File: src/rtl/xlat_pkg.sv
`timescale 1ns/1ps
package xlat_pkg;
   typedef enum logic [1:0] {
      FLT_NONE = 2'b00,
      FLT_LEN  = 2'b01,
      FLT_PAGE = 2'b10
   } fault_e;

   typedef enum logic [2:0] {
      ST_IDLE,
      ST_LOOK,
      ST_OREQ,
      ST_OWAIT,
      ST_IREQ,
      ST_IWAIT,
      ST_RESP
   } walk_st_e;
endpackage

File: src/rtl/xlat_tlb.sv
`timescale 1ns/1ps
module xlat_tlb #(
   parameter int VPN_W   = 22,
   parameter int FRAME_W = 22,
   parameter int ENTRIES = 8
) (
   input  logic               clk,
   input  logic               rst_n,
   input  logic               flush,
   input  logic [VPN_W-1:0]   look_vpn,
   output logic               hit,
   output logic [FRAME_W-1:0] hit_frame,
   output logic [ENTRIES-1:0] hit_vec,
   output logic [ENTRIES-1:0] valid_vec,
   input  logic               fill_en,
   input  logic [VPN_W-1:0]   fill_vpn,
   input  logic [FRAME_W-1:0] fill_frame
);
   localparam int PTR_W = (ENTRIES > 1) ? $clog2(ENTRIES) : 1;
   localparam logic [PTR_W-1:0] PTR_LAST = PTR_W'(ENTRIES - 1);

   logic [PTR_W-1:0]   victim_q;
   logic [FRAME_W-1:0] frame_arr [ENTRIES];

   genvar g;
   generate
      for (g = 0; g < ENTRIES; g++) begin : g_slot
         logic               v_q;
         logic [VPN_W-1:0]   tag_q;
         logic [FRAME_W-1:0] frm_q;
         wire                pick = fill_en && (victim_q == PTR_W'(g));

         always_ff @(posedge clk) begin
            if (!rst_n)     v_q <= 1'b0;
            else if (flush) v_q <= 1'b0;
            else if (pick)  v_q <= 1'b1;
         end

         always_ff @(posedge clk) begin
            if (pick) begin
               tag_q <= fill_vpn;
               frm_q <= fill_frame;
            end
         end

         assign valid_vec[g] = v_q;
         assign hit_vec[g]   = v_q && (tag_q == look_vpn);
         assign frame_arr[g] = frm_q;
      end
   endgenerate

   always_comb begin
      hit_frame = '0;
      for (int k = 0; k < ENTRIES; k++) begin
         if (hit_vec[k]) hit_frame = hit_frame | frame_arr[k];
      end
   end

   assign hit = |hit_vec;

   always_ff @(posedge clk) begin
      if (!rst_n)       victim_q <= '0;
      else if (fill_en) victim_q <= (victim_q == PTR_LAST) ? '0 : victim_q + 1'b1;
   end
endmodule

File: src/rtl/xlat_walker.sv
`timescale 1ns/1ps
module xlat_walker
   import xlat_pkg::*;
#(
   parameter int VA_W   = 32,
   parameter int OFF_W  = 10,
   parameter int IDX1_W = 12,
   parameter int IDX2_W = 10,
   parameter int PTE_W  = 32
) (
   input  logic                      clk,
   input  logic                      rst_n,
   input  logic                      req_valid,
   output logic                      req_ready,
   input  logic [VA_W-1:0]           req_vaddr,
   input  logic [PTE_W-1:0]          pt_base,
   input  logic [IDX1_W:0]           pt_len,
   output logic [VA_W-OFF_W-1:0]     look_vpn,
   input  logic                      tlb_hit,
   input  logic [PTE_W-OFF_W-1:0]    tlb_frame,
   output logic                      fill_en,
   output logic [VA_W-OFF_W-1:0]     fill_vpn,
   output logic [PTE_W-OFF_W-1:0]    fill_frame,
   output logic                      mem_req_valid,
   output logic [PTE_W-1:0]          mem_req_addr,
   input  logic                      mem_rsp_valid,
   input  logic [PTE_W-1:0]          mem_rsp_data,
   output logic                      rsp_valid,
   output logic [PTE_W-1:0]          rsp_paddr,
   output logic [1:0]                rsp_fault
);
   localparam int FRAME_W = PTE_W - OFF_W;
   localparam int ESH     = $clog2(PTE_W / 8);

   walk_st_e             state_q;
   logic [VA_W-1:0]      vaddr_q;
   logic [FRAME_W-1:0]   link_q;
   logic [PTE_W-1:0]     paddr_q;
   fault_e               fault_q;

   logic [IDX1_W-1:0]    outer_idx;
   logic [IDX2_W-1:0]    inner_idx;
   logic [OFF_W-1:0]     offset;
   logic [PTE_W-1:0]     outer_addr;
   logic [PTE_W-1:0]     inner_addr;
   logic                 len_bad;
   logic                 pte_ok;
   logic [FRAME_W-1:0]   pte_frame;
   logic                 pte_spare_unused;

   assign outer_idx  = vaddr_q[VA_W-1 -: IDX1_W];
   assign inner_idx  = vaddr_q[OFF_W +: IDX2_W];
   assign offset     = vaddr_q[OFF_W-1:0];
   assign outer_addr = pt_base + (PTE_W'(outer_idx) << ESH);
   assign inner_addr = {link_q, {OFF_W{1'b0}}} + (PTE_W'(inner_idx) << ESH);
   assign len_bad    = ({1'b0, outer_idx} >= pt_len);
   assign pte_ok     = mem_rsp_data[0];
   assign pte_frame  = mem_rsp_data[PTE_W-1:OFF_W];
   assign pte_spare_unused = ^mem_rsp_data[OFF_W-1:1];

   always_ff @(posedge clk) begin
      if (!rst_n) begin
         state_q <= ST_IDLE;
         vaddr_q <= '0;
         link_q  <= '0;
         paddr_q <= '0;
         fault_q <= FLT_NONE;
      end else begin
         case (state_q)
            ST_IDLE: if (req_valid) begin
               vaddr_q <= req_vaddr;
               state_q <= ST_LOOK;
            end
            ST_LOOK: begin
               if (tlb_hit) begin
                  paddr_q <= {tlb_frame, offset};
                  fault_q <= FLT_NONE;
                  state_q <= ST_RESP;
               end else if (len_bad) begin
                  paddr_q <= '0;
                  fault_q <= FLT_LEN;
                  state_q <= ST_RESP;
               end else begin
                  state_q <= ST_OREQ;
               end
            end
            ST_OREQ: state_q <= ST_OWAIT;
            ST_OWAIT: if (mem_rsp_valid) begin
               if (!pte_ok) begin
                  paddr_q <= '0;
                  fault_q <= FLT_PAGE;
                  state_q <= ST_RESP;
               end else begin
                  link_q  <= pte_frame;
                  state_q <= ST_IREQ;
               end
            end
            ST_IREQ: state_q <= ST_IWAIT;
            ST_IWAIT: if (mem_rsp_valid) begin
               if (!pte_ok) begin
                  paddr_q <= '0;
                  fault_q <= FLT_PAGE;
               end else begin
                  paddr_q <= {pte_frame, offset};
                  fault_q <= FLT_NONE;
               end
               state_q <= ST_RESP;
            end
            ST_RESP: state_q <= ST_IDLE;
            default: state_q <= ST_IDLE;
         endcase
      end
   end

   assign req_ready     = (state_q == ST_IDLE);
   assign rsp_valid     = (state_q == ST_RESP);
   assign rsp_paddr     = paddr_q;
   assign rsp_fault     = fault_q;
   assign look_vpn      = vaddr_q[VA_W-1:OFF_W];
   assign mem_req_valid = (state_q == ST_OREQ) || (state_q == ST_IREQ);
   assign mem_req_addr  = (state_q == ST_OREQ) ? outer_addr : inner_addr;
   assign fill_en       = (state_q == ST_IWAIT) && mem_rsp_valid && pte_ok;
   assign fill_vpn      = vaddr_q[VA_W-1:OFF_W];
   assign fill_frame    = pte_frame;
endmodule

File: src/rtl/xlat_top.sv
`timescale 1ns/1ps
module xlat_top #(
   parameter int VA_W        = 32,
   parameter int OFF_W       = 10,
   parameter int IDX1_W      = 12,
   parameter int IDX2_W      = 10,
   parameter int PTE_W       = 32,
   parameter int TLB_ENTRIES = 8
) (
   input  logic              clk,
   input  logic              rst_n,
   input  logic              flush,
   input  logic [PTE_W-1:0]  pt_base,
   input  logic [IDX1_W:0]   pt_len,
   input  logic              req_valid,
   output logic              req_ready,
   input  logic [VA_W-1:0]   req_vaddr,
   output logic              rsp_valid,
   output logic [PTE_W-1:0]  rsp_paddr,
   output logic [1:0]        rsp_fault,
   output logic              mem_req_valid,
   output logic [PTE_W-1:0]  mem_req_addr,
   input  logic              mem_rsp_valid,
   input  logic [PTE_W-1:0]  mem_rsp_data
);
   localparam int VPN_W   = IDX1_W + IDX2_W;
   localparam int FRAME_W = PTE_W - OFF_W;

   generate
      if (VA_W != VPN_W + OFF_W) begin : g_bad_split
         $error("address split does not add up to VA_W");
      end
      if (PTE_W <= OFF_W || (PTE_W % 8) != 0) begin : g_bad_pte
         $error("PTE_W must be a byte multiple wider than OFF_W");
      end
      if (TLB_ENTRIES < 2) begin : g_bad_depth
         $error("TLB_ENTRIES must be at least 2");
      end
   endgenerate

   logic [VPN_W-1:0]       look_vpn;
   logic                   tlb_hit;
   logic [FRAME_W-1:0]     tlb_frame;
   logic [TLB_ENTRIES-1:0] hit_vec;
   logic [TLB_ENTRIES-1:0] tlb_valid;
   logic                   fill_en;
   logic [VPN_W-1:0]       fill_vpn;
   logic [FRAME_W-1:0]     fill_frame;

   xlat_tlb #(
      .VPN_W   (VPN_W),
      .FRAME_W (FRAME_W),
      .ENTRIES (TLB_ENTRIES)
   ) u_tlb (
      .clk        (clk),
      .rst_n      (rst_n),
      .flush      (flush),
      .look_vpn   (look_vpn),
      .hit        (tlb_hit),
      .hit_frame  (tlb_frame),
      .hit_vec    (hit_vec),
      .valid_vec  (tlb_valid),
      .fill_en    (fill_en),
      .fill_vpn   (fill_vpn),
      .fill_frame (fill_frame)
   );

   xlat_walker #(
      .VA_W   (VA_W),
      .OFF_W  (OFF_W),
      .IDX1_W (IDX1_W),
      .IDX2_W (IDX2_W),
      .PTE_W  (PTE_W)
   ) u_walk (
      .clk           (clk),
      .rst_n         (rst_n),
      .req_valid     (req_valid),
      .req_ready     (req_ready),
      .req_vaddr     (req_vaddr),
      .pt_base       (pt_base),
      .pt_len        (pt_len),
      .look_vpn      (look_vpn),
      .tlb_hit       (tlb_hit),
      .tlb_frame     (tlb_frame),
      .fill_en       (fill_en),
      .fill_vpn      (fill_vpn),
      .fill_frame    (fill_frame),
      .mem_req_valid (mem_req_valid),
      .mem_req_addr  (mem_req_addr),
      .mem_rsp_valid (mem_rsp_valid),
      .mem_rsp_data  (mem_rsp_data),
      .rsp_valid     (rsp_valid),
      .rsp_paddr     (rsp_paddr),
      .rsp_fault     (rsp_fault)
   );
endmodule

File: config.mk
export PLATFORM = sky130hd
export DESIGN_NAME = xlat_top
export DESIGN_NICKNAME = d
export VERILOG_FILES = /design/src/rtl/xlat_pkg.sv /design/src/rtl/xlat_tlb.sv /design/src/rtl/xlat_walker.sv /design/src/rtl/xlat_top.sv
export SDC_FILE = /design/constraint.sdc
export NUM_CORES = 1
export LEC_CHECK = 0
export ABC_AREA = 1
export BUFFER_PORTS_ARGS = -buffer_cell sky130_fd_sc_hd__clkbuf_2
export CAP_MARGIN = 30
export CORE_MARGIN = 1.5
export CORE_UTILIZATION = 45
export CTS_CLUSTER_DIAMETER = 50
export DETAILED_ROUTE_END_ITERATION = 12
export HOLD_SLACK_MARGIN = 0.03
export PLACE_DENSITY = 0.67
export SLEW_MARGIN = 30
export SYNTH_ARGS = -nofsm -noshare
export SYNTH_HDL_FRONTEND = slang
export SYNTH_SLANG_ARGS = --single-unit
export TNS_END_PERCENT = 1
File: constraint.sdc
create_clock -name clk -period 8.2 [get_ports clk]
set_input_delay 1.64 -clock clk [delete_from_list [all_inputs] [get_ports clk]]
set_output_delay 1.64 -clock clk [all_outputs]
set_load 0.05 [all_outputs]
==> summary.txt <==
Synth
  – Average instance area after synthesis: 8.44 um^2
  – Synth top area cells: edfxtp_1, nand2_1, dfxtp_1
  – Yosys reg bits: ~450
  – Cell count after synthesis: around 2800
  – Cell taking the most area after synthesis: edfxtp_1
  – Synthesis Warnings: 0
  – Synth unique cells: 50
  – Seq/Total Area, Yosys: 0.543
  – Synthesized area: around 0.023 mm^2
  – Mapped Nets: 2899
  – Top-area cell type share of the netlist area: 0.455

Power and ir drop
  – Sw Pwr: 2.80 mW
  – Worst IR Drop VDD: 0.239 mV
  – Clk network pwr share: 0.320
  – Sw Share: 0.381
  – Reg power frac: 0.370
  – Total Power: 7.36 mW
  – PD cells: around 280 mW/mm^2
  – Cell internal pwr: ~4.6 mW
  – Lkg Pwr: approximately 12 nW
  – Logic pwr share: 0.310

Timing
  – Final setup viols: 0
  – Crit share post-route: 0.737
  – Least-Margin Pin Slew: ~900 ps
  – Highest Clock Rate: 0.165 GHz
  – Fin Setup TNS: 0 ps
  – Minimum clock period: just over 6000 ps
  – Max-slew violations: 0
  – Final Hold Viols: 0
  – Relative slew slack: 0.401
  – Clock Skews: between 20 and 25 ps
  – RSZ-0062 raised after global routing: no

Clocking
  – Clock slew at reported path FFs: 60 ps
  – Longest Clk Path Bufs: 3
  – CTS Root Cell: clkbuf_16
  – Post-CTS Hold Buffers: 0
  – # resized after CTS: 0
  – Post-CTS Setup Inserts: 0
  – H-tree Lvls: 2
  – CTS tree: done
  – Clock buffer count from CTS: 51
  – Worst skew pair latency: ~600 ps
  – Sink Count: between 400 and 500

Worst setup path
  – CP Class: in -> out
  – Crit-path max FO: 6
  – Slowest-stage cell, CP: fa_1
  – Most used cell, CP: nand2_1
  – Cell-by-cell trace of the critical path: clkbuf_2 -> ha_1 -> inv_1 -> fa_1 -> o21ai_1 -> a21oi_1 -> o21bai_1 -> a21boi_1 -> nor2_2 -> nand2_1 -> nor2_1 -> nand2_1 -> nand2_1 -> nand3_1 -> nand2_1 -> clkbuf_2
  – Crit path required time: 6560 ps
  – Crit start category: input pin
  – CP endpoint kind: output pin
  – Max incr delay on CP: ~400 ps
  – Worst path arrival time: between 4000 and 5000 ps

GRT
  – First-pass GRT wire length: ~110000 um
  – Remaining global-route overflow: 0
  – Vias in the first global route: roughly 19000
  – Initial antenna violation count: 2
  – GRT Total Usage: 0.284
  – Largest net degree at the start of global routing: 82

Routing
  – Detail Route Antenna Nets: 0
  – DR pass1 iterations: 5
  – Via count: 19759
  – Iter 0 DRT Violations: 2074
  – Routed wire length: between 70000 and 80000 um
  – DRC: 0
  – DR WL/cell: 20.7 um
  – Vias per inst: about 5.4

Cells and area
  – Most common cell after layout, fill and taps aside: nand2_1
  – Utilization after layout: 0.518
  – Commonest non-fill, non-tap cells in the layout: nand2_1, nor2_1, edfxtp_1
  – Fin nets: 3074
  – Area Growth Syn to Fin: 14.2%
  – Final non-filler cell total: 3650
  – Share of cells above drive strength 1: 0.127

Flow run
  – Max-cap violations: 0

Die
  – Rows: 83
  – Die Y: approximately 230 um
  – Die area: roughly 0.053 mm^2
  – Die W: roughly 230 um
  – Initial Util: 0.454
  – Core area: just over 0.05 mm^2
  – I/O pins: between 150 and 200

Worst hold path
  – Min-Delay Path Class: reg -> reg

Outcome
  – Status: completed

Place
  – Placed insts: between 3000 and 4000
  – GPL Wtd Cong: around 0.9
  – Port Buffers: between 150 and 200
  – Post-DP HPWL: 49300 um
## layer usage
layer,track usage,vias up,routed length (um)
li1,-,9382,-
met1,0.376,9321,31400
met2,0.463,905,34700
met3,0.0605,149,7100
met4,0.0923,2,2320
met5,0,-,13
## stage by stage
stage	area [um^2]	hold WS, ps	setup slack, ps
after global placement	24800	457	2130
after CTS	26500	466	2180
final	26500	463	2160
after global routing	26500	488	1950
after detailed placement	24800	457	2190
after floorplan	23200	441	2500
## cells by family (layout without fill, tap and decap cells)
family | count (synthesis) | after routing | synth area share
AOI/OAI and AO/OA | 273 | 273 | 0.0613
xor gates and xnor gates | 60 | 60 | 0.0230
adders and majority gates | 34 | 34 | 0.0190
buffers and inverters | 408 | 626 | 0.0735
DFF | 454 | 454 | 0.543
muxes | 1 | 1 | 0.000431
other | 0 | 1 | 0
and+or+nand+nor | 1521 | 1521 | 0.280
## critical path: cells and delay by family
family | cells | cell delay (ps)
adder cells (fa/ha/maj) | 2 | 560
AO/OA/AOI/OAI | 4 | 1030
AND/OR/NAND/NOR | 7 | 730
buffers and inverters | 3 | 420
## path summary, 6_finish.rpt
check / from / endpoint / slack, ps / cells past startpoint
max: pt_base[2] / mem_req_addr[26] / 2160 / 16
min: u_walk.vaddr_q[6]$_SDFFE_PN0P_ / u_walk.vaddr_q[6]$_SDFFE_PN0P_ / 460 / 2
max reg2reg: u_walk.vaddr_q[13]$_SDFFE_PN0P_ / u_walk.rsp_paddr[13]$_SDFFE_PN0P_ / 4330 / 15
min reg2reg: u_walk.vaddr_q[6]$_SDFFE_PN0P_ / u_walk.vaddr_q[6]$_SDFFE_PN0P_ / 460 / 2
## synth_stat cells (all sizes together)
master / instances
nand2: 852
nor2: 411
edfxtp: 352
inv: 314
o21ai: 173
nand4: 148
dfxtp: 102
a21oi: 83
nand3: 65
buf: 60
clkbuf: 33
ha: 32
xnor2: 30
xor2: 30
nor3: 27
and2: 5
nand3b: 5
o21bai: 4
or2: 3
a211oi: 2
a31o: 2
fa: 2
nor3b: 2
nor4: 2
o22ai: 2
o31ai: 2
a21boi: 1
a21o: 1
clkinv: 1
mux2i: 1
nor2b: 1
o21a: 1
o2bb2ai: 1
o32ai: 1
## area by class of cell
type / instances / area, um^2
Clock buffer: 66 / 1430
Fill cell: 4702 / 24700
Inverter: 315 / 1200
Clock inverter: 30 / 305
Multi-Input combinational cell: 1889 / 8940
Antenna cell: 1 / 2.50
Sequential cell: 454 / 12600
Timing Repair Buffer: 215 / 1180
Tap cell: 680 / 851
## sequential cells by signal, summed over array words and instances (netlist names)
register and flops:
u_walk.state_q 3, u_tlb.g_slot.v_q 8, u_tlb.g_slot.tag_q 176, u_walk.link_q 22, u_tlb.g_slot.frm_q 176, u_walk.vaddr_q 32
u_walk.rsp_fault 2, u_tlb.victim_q 3, u_walk.rsp_paddr 32
## power groups by stage
| stage | logic, mW | registers, mW | clock network, mW |
|---|---|---|---|
| after floorplan | 1.36 | 2.94 | 0 |
| after global placement | 2.23 | 2.76 | 0 |
| after detailed placement | 2.25 | 2.77 | 0 |
| after CTS | 2.26 | 2.72 | 2.37 |
| after global routing | 2.47 | 2.73 | 2.46 |
| final | 2.28 | 2.72 | 2.35 |
No activity file was read; power rests on OpenSTA's default activity.
